[src/rtl/irq_router_pkg.sv]
package irq_router_pkg;
    localparam int NCORE   = 4;
    localparam int NGRP    = 4;               // timers or mailboxes per core
    localparam int PEND_W  = 10;
    localparam int CIDX_W  = $clog2(NCORE);
    localparam int CTL_W   = 2 * NGRP;
    localparam int BIT_MBX = NGRP;            // first mailbox pending bit
    localparam int BIT_GFX = 2 * NGRP;
    localparam int BIT_PMU = 2 * NGRP + 1;

    localparam logic [7:0] A_ROUTE = 8'h0C;
    localparam logic [7:0] A_PSET  = 8'h10;
    localparam logic [7:0] A_PCLR  = 8'h14;
    localparam logic [3:0] PG_TCTL = 4'h4;
    localparam logic [3:0] PG_MCTL = 4'h5;
    localparam logic [3:0] PG_IPND = 4'h6;
    localparam logic [3:0] PG_FPND = 4'h7;

    typedef logic [PEND_W-1:0] pend_t;
    typedef logic [CTL_W-1:0]  ctl_t;
endpackage

[src/rtl/irq_cfg_regs.sv]
module irq_cfg_regs
    import irq_router_pkg::*;
(
    input  logic                     clk,
    input  logic                     rst_n,
    input  logic                     cfg_we,
    input  logic [7:0]               cfg_addr,
    input  logic [31:0]              cfg_wdata,
    output logic [31:0]              cfg_rdata,
    input  pend_t                    ipend [NCORE],
    input  pend_t                    fpend [NCORE],
    output ctl_t                     tctl  [NCORE],
    output ctl_t                     mctl  [NCORE],
    output logic [4:0]               route,
    output logic [NCORE-1:0]         pmu_en
);
    logic [3:0]        page;
    logic [CIDX_W-1:0] idx;
    logic              aligned;

    assign page    = cfg_addr[7:4];
    assign idx     = cfg_addr[CIDX_W+1:2];
    assign aligned = (cfg_addr[1:0] == 2'b00);

    always_ff @(posedge clk) begin
        if (!rst_n) begin
            for (int c = 0; c < NCORE; c++) begin
                tctl[c] <= '0;
                mctl[c] <= '0;
            end
            route  <= '0;
            pmu_en <= '0;
        end else if (cfg_we && aligned) begin
            if (cfg_addr == A_ROUTE) route <= cfg_wdata[4:0];
            if (cfg_addr == A_PSET)  pmu_en <= pmu_en | cfg_wdata[NCORE-1:0];
            if (cfg_addr == A_PCLR)  pmu_en <= pmu_en & ~cfg_wdata[NCORE-1:0];
            if (page == PG_TCTL)     tctl[idx] <= cfg_wdata[CTL_W-1:0];
            if (page == PG_MCTL)     mctl[idx] <= cfg_wdata[CTL_W-1:0];
        end
    end

    always_comb begin
        cfg_rdata = '0;
        if (aligned) begin
            unique case (page)
                4'h0: if (cfg_addr == A_ROUTE) cfg_rdata[4:0] = route;
                4'h1: if (cfg_addr == A_PSET)  cfg_rdata[NCORE-1:0] = pmu_en;
                PG_TCTL: cfg_rdata[CTL_W-1:0]  = tctl[idx];
                PG_MCTL: cfg_rdata[CTL_W-1:0]  = mctl[idx];
                PG_IPND: cfg_rdata[PEND_W-1:0] = ipend[idx];
                PG_FPND: cfg_rdata[PEND_W-1:0] = fpend[idx];
                default: cfg_rdata = '0;
            endcase
        end
    end

    AST_PMU_SET_TAKES: assert property (@(posedge clk) disable iff (!rst_n)
        (cfg_we && cfg_addr == A_PSET) |=> ((pmu_en & $past(cfg_wdata[NCORE-1:0])) == $past(cfg_wdata[NCORE-1:0])));
    AST_PMU_CLR_TAKES: assert property (@(posedge clk) disable iff (!rst_n)
        (cfg_we && cfg_addr == A_PCLR) |=> ((pmu_en & $past(cfg_wdata[NCORE-1:0])) == '0));
    AST_PMU_HOLDS: assert property (@(posedge clk) disable iff (!rst_n)
        !(cfg_we && (cfg_addr == A_PSET || cfg_addr == A_PCLR)) |=> $stable(pmu_en));
endmodule

[src/rtl/irq_core_route.sv]
module irq_core_route
    import irq_router_pkg::*;
(
    input  logic            clk,
    input  logic            rst_n,
    input  logic [NGRP-1:0] tmr_i,
    input  logic [NGRP-1:0] mbx_i,
    input  ctl_t            tctl,
    input  ctl_t            mctl,
    input  logic            gfx_irq_hit,
    input  logic            gfx_fiq_hit,
    input  logic            pmu_i,
    input  logic            pmu_en,
    output pend_t           ipend,
    output pend_t           fpend,
    output logic            irq_o,
    output logic            fiq_o
);
    for (genvar g = 0; g < NGRP; g++) begin : g_src
        assign fpend[g]         = tmr_i[g] & tctl[NGRP+g];
        assign ipend[g]         = tmr_i[g] & tctl[g] & ~tctl[NGRP+g];
        assign fpend[BIT_MBX+g] = mbx_i[g] & mctl[NGRP+g];
        assign ipend[BIT_MBX+g] = mbx_i[g] & mctl[g] & ~mctl[NGRP+g];
    end

    assign ipend[BIT_GFX] = gfx_irq_hit;
    assign fpend[BIT_GFX] = gfx_fiq_hit;
    assign ipend[BIT_PMU] = pmu_i & pmu_en;
    assign fpend[BIT_PMU] = 1'b0;

    assign irq_o = |ipend;
    assign fiq_o = |fpend;

    AST_FIQ_WINS: assert property (@(posedge clk) disable iff (!rst_n)
        (ipend & fpend) == '0);
    AST_PMU_TO_IRQ: assert property (@(posedge clk) disable iff (!rst_n)
        (pmu_i && pmu_en) |-> (irq_o && !fpend[BIT_PMU]));
    AST_QUIET_CORE: assert property (@(posedge clk) disable iff (!rst_n)
        (tmr_i == '0 && mbx_i == '0 && !gfx_irq_hit && !gfx_fiq_hit && !pmu_i)
        |-> (!irq_o && !fiq_o));
endmodule

[src/rtl/irq_router_top.sv]
module irq_router_top
    import irq_router_pkg::*;
(
    input  logic                   clk,
    input  logic                   rst_n,
    input  logic [NCORE*NGRP-1:0]  tmr_lvl_i,
    input  logic [NCORE*NGRP-1:0]  mbx_lvl_i,
    input  logic                   gfx_lvl_i,
    input  logic [NCORE-1:0]       pmon_lvl_i,
    input  logic                   cfg_we,
    input  logic [7:0]             cfg_addr,
    input  logic [31:0]            cfg_wdata,
    output logic [31:0]            cfg_rdata,
    output logic [NCORE-1:0]       core_irq_o,
    output logic [NCORE-1:0]       core_fiq_o
);
    pend_t             ipend [NCORE];
    pend_t             fpend [NCORE];
    ctl_t              tctl  [NCORE];
    ctl_t              mctl  [NCORE];
    logic [4:0]        route;
    logic [NCORE-1:0]  pmu_en;
    logic [NCORE-1:0]  gfx_irq_hit;
    logic [NCORE-1:0]  gfx_fiq_hit;

    irq_cfg_regs u_regs (
        .clk       (clk),
        .rst_n     (rst_n),
        .cfg_we    (cfg_we),
        .cfg_addr  (cfg_addr),
        .cfg_wdata (cfg_wdata),
        .cfg_rdata (cfg_rdata),
        .ipend     (ipend),
        .fpend     (fpend),
        .tctl      (tctl),
        .mctl      (mctl),
        .route     (route),
        .pmu_en    (pmu_en)
    );

    for (genvar c = 0; c < NCORE; c++) begin : g_core
        assign gfx_irq_hit[c] = gfx_lvl_i & ~route[4] & (route[1:0] == CIDX_W'(c));
        assign gfx_fiq_hit[c] = gfx_lvl_i &  route[4] & (route[3:2] == CIDX_W'(c));

        irq_core_route u_core (
            .clk         (clk),
            .rst_n       (rst_n),
            .tmr_i       (tmr_lvl_i[c*NGRP +: NGRP]),
            .mbx_i       (mbx_lvl_i[c*NGRP +: NGRP]),
            .tctl        (tctl[c]),
            .mctl        (mctl[c]),
            .gfx_irq_hit (gfx_irq_hit[c]),
            .gfx_fiq_hit (gfx_fiq_hit[c]),
            .pmu_i       (pmon_lvl_i[c]),
            .pmu_en      (pmu_en[c]),
            .ipend       (ipend[c]),
            .fpend       (fpend[c]),
            .irq_o       (core_irq_o[c]),
            .fiq_o       (core_fiq_o[c])
        );
    end

    AST_GFX_ONE_CORE: assert property (@(posedge clk) disable iff (!rst_n)
        $countones({gfx_irq_hit, gfx_fiq_hit}) <= 1);
    AST_GFX_MODE_SPLIT: assert property (@(posedge clk) disable iff (!rst_n)
        route[4] |-> (gfx_irq_hit == '0));
endmodule

[config.mk]
export PLATFORM = sky130hd
export DESIGN_NAME = irq_router_top
export DESIGN_NICKNAME = d
export VERILOG_FILES = /design/src/rtl/irq_router_pkg.sv /design/src/rtl/irq_cfg_regs.sv /design/src/rtl/irq_core_route.sv /design/src/rtl/irq_router_top.sv
export SDC_FILE = /design/constraint.sdc
export NUM_CORES = 1
export LEC_CHECK = 0
export CORE_ASPECT_RATIO = 1.5
export CORE_MARGIN = 4
export CORE_UTILIZATION = 40
export CTS_CLUSTER_SIZE = 10
export DETAILED_ROUTE_END_ITERATION = 10
export DONT_BUFFER_PORTS = 1
export SYNTH_ARGS = -nofsm -noshare
export SYNTH_HDL_FRONTEND = slang
export SYNTH_SLANG_ARGS = --single-unit
[constraint.sdc]
create_clock -name clk -period 3.2 [get_ports clk]
set_input_delay 0.32 -clock clk [delete_from_list [all_inputs] [get_ports clk]]
set_output_delay 0.32 -clock clk [all_outputs]
set_load 0.02 [all_outputs]
==> metrics.txt <==
outcome complete, no violations; area grow syn2layout 4.51%; die width ~100 um; DRC violation total after the first TritonRoute iteration 330; drt via density 6.18; Cells after Synth 532; critical path arrival 2.06 ns; Max Cap Viol 0; Core Region 0.0120 sq mm; Die H 144 um; top_reg_cell synth dfxtp_1; RSZ-0062 raised after global routing false; critical-path cell list nand3b_1 -> mux4_2 -> nand2b_1 -> a41oi_1; DRC errors left 0; cts hold-fix bufs 0; grt ovf 0; synthesized cell area 0.00491 sq mm; initial core utilization 40.8%; Clock Sinks 73; async set or reset register ratio after synthesis 0%; final setup fails 0; yosys warns 0; VDD IR max 0.000229 V; Mapped Avg Cell Area 9.22 sq um; crit-path max cell delay 0.49 ns; #FFs+latches synth 73; total global-route track usage roughly 23%; cell accounting for the most synthesized area dfxtp_1; EDFF count, synth 0; 1st-pass router iterations 5; min-delay worst type in2reg; FILL cells between 1000 and 1500; Routed WL ~16000 um; Post-Route Setup TNS 0 ns; drt wl/cell approximately 24 um; Crit Path Class reg2out; Seq. cell area 0.00146 sq mm; crit path capture type output port; top cells by area, synth dfxtp_1 (30%), mux2i_1 (14%), mux4_2 (11%); share of layout cells above drive strength 1 approximately 10%; Routed Antenna Nets 0; pre-CTS setup slack between 0.8 and 0.9 ns; initial antenna violation count 0; nets@finish around 600; clock-pin slew on the worst setup and hold paths 0.06 ns; PortBufs 0; post-synth cell types 51; Startpoint Class flip-flop; Clock Latency Late Sink about 0.34 ns; crit share post-route 74.5%; pin count of the biggest net entering global routing 67; CTS H-tree depth 3; gpl congestion 0.945; antenna fix cells 0; Final min period 2.38 ns; setup bufs post-CTS 0; R2R setup slack 2.39 ns; Worst EP required 2.88 ns; Yosys top cell area share 29.8%; Crit-path slowest cell mux4_2; vias in the first global route 4057; final setup margin 0.816 ns; final hold vios 0; Worst Skew 0 ns; DP Wirelength 12200 um; row count 49; die footprint 0.0141 sq mm; Num CTS Buffers 9; global-route wire length before repair 24100 um; CTS tree yes; vias after detailed routing a little over 4000; Seq/Total Area, Yosys 29.8%; Multi-input gate area 0.00312 sq mm; worst-margin pin slew just under 0.9 ns; clock root buffer clkbuf_16; static leakage slightly above 2 nW; Pins Over Slew Limit 0; most frequent cells in the layout dfxtp_1 (73), mux2i_1 (69), nor2b_1 (52); Pwr Density 378 mW/mm^2; Slew headroom between 40% and 50%; Post-CTS Resized 0; Max Buffers Root-to-Sink 2; I/O pin count 120; fmax 419 MHz; crit path max fanout 5; most common cell after layout, fill and taps aside dfxtp_1
## worst max-delay path: cells and delay by family, from the launching register on
kind / cells / cell delay, ns
multiplexers: 1 / 0.49
AO/OA/AOI/OAI: 1 / 0.49
AND/OR/NAND/NOR: 2 / 0.40
flip-flops: 1 / 0.35
## power by group
group	internal [mW]	switching (mW)	total (mW)
Sequential	0.910	0.00129	0.912
Clock	0.563	0.374	0.938
Combinational	0.0377	0.0528	0.0905
## synthesized netlist by cell type, types with 2 or more instances
cell,number
nor2_1,29
nor2b_1,52
o2111ai_1,2
a22oi_1,17
o211ai_1,6
a311oi_1,6
a211oi_1,2
inv_1,6
or3_1,2
a221oi_1,2
nor3_1,3
dfxtp_1,73
buf_1,3
nand3b_1,32
a41oi_1,4
nand3_1,25
o21ai_0,17
a21oi_1,4
buf_2,14
mux2i_1,69
a22o_1,5
clkbuf_1,19
or4_1,2
nor3b_1,3
nand4b_1,3
xor2_1,3
nand2b_1,9
nand2_1,29
buf_4,30
a31oi_1,6
nand4_1,13
mux4_2,23
## state kept, by name, summed over array words and instances (netlist names), named ones only
| name | flops |
|---|---|
| u_regs.mctl | 32 |
| u_regs.tctl | 32 |
| u_regs.route | 5 |
## cell families (layout without fill, tap and decap cells)
kind of cell / Yosys count / count (layout) / share of synthesized area [%]
xor gates and xnor gates: 4 / 4 / 0.714
other: 1 / 22 / 0.0764
DFF: 73 / 73 / 29.8
muxes: 92 / 92 / 24.6
AOI/OAI and AO/OA: 77 / 77 / 11.1
buffers and inverters: 72 / 29 / 8.16
and+or+nand+nor: 213 / 213 / 25.5
## metrics by stage
| stage | hold slack [ns] | utilization [%] | cells | instance area, sq um | power (mW) |
|---|---|---|---|---|---|
| 2_1_floorplan | 0.483 | - | 553 | 4980 | 1.07 |
| 3_3_place_gp | 0.434 | 40.4 | 647 | 4850 | 1.02 |
| 3_5_place_dp | 0.440 | 40.4 | 647 | 4850 | 1.02 |
| 4_1_cts | 0.0867 | 42.7 | 663 | 5130 | 1.95 |
| 5_1_grt | 0.0960 | 42.7 | 663 | 5130 | 1.99 |
| 6_report | 0.0917 | 42.7 | 663 | 5130 | 1.94 |
## metal layers
metal	up-vias	track usage, %	part of all wire (%)
met1	1959	24.9	36
met2	229	39.2	50
met4	0	11.5	4.3
met5	-	0	0
li1	1870	-	-
met3	39	7.33	10
## cell type report
class	instances	share of cell area, %
well taps	153	3.73
flip-flops and latches	73	28.5
inverters	6	0.439
repair buffers	7	1.02
clock buffers	13	5.08
multi-input cells	408	60.9
clock inverters	3	0.293
## path summary, 6_finish.rpt
check                       start         endpoint  depth (start not counted)
hold reg to reg   u_regs.tctl[17]  u_regs.tctl[17]                          2
setup / recovery   u_regs.tctl[7]     cfg_rdata[3]                          4
hold / removal       cfg_wdata[2]        flip-flop                          1
setup reg to reg        flip-flop        flip-flop                          2
Note: power is estimated with default switching activity, not from simulation.
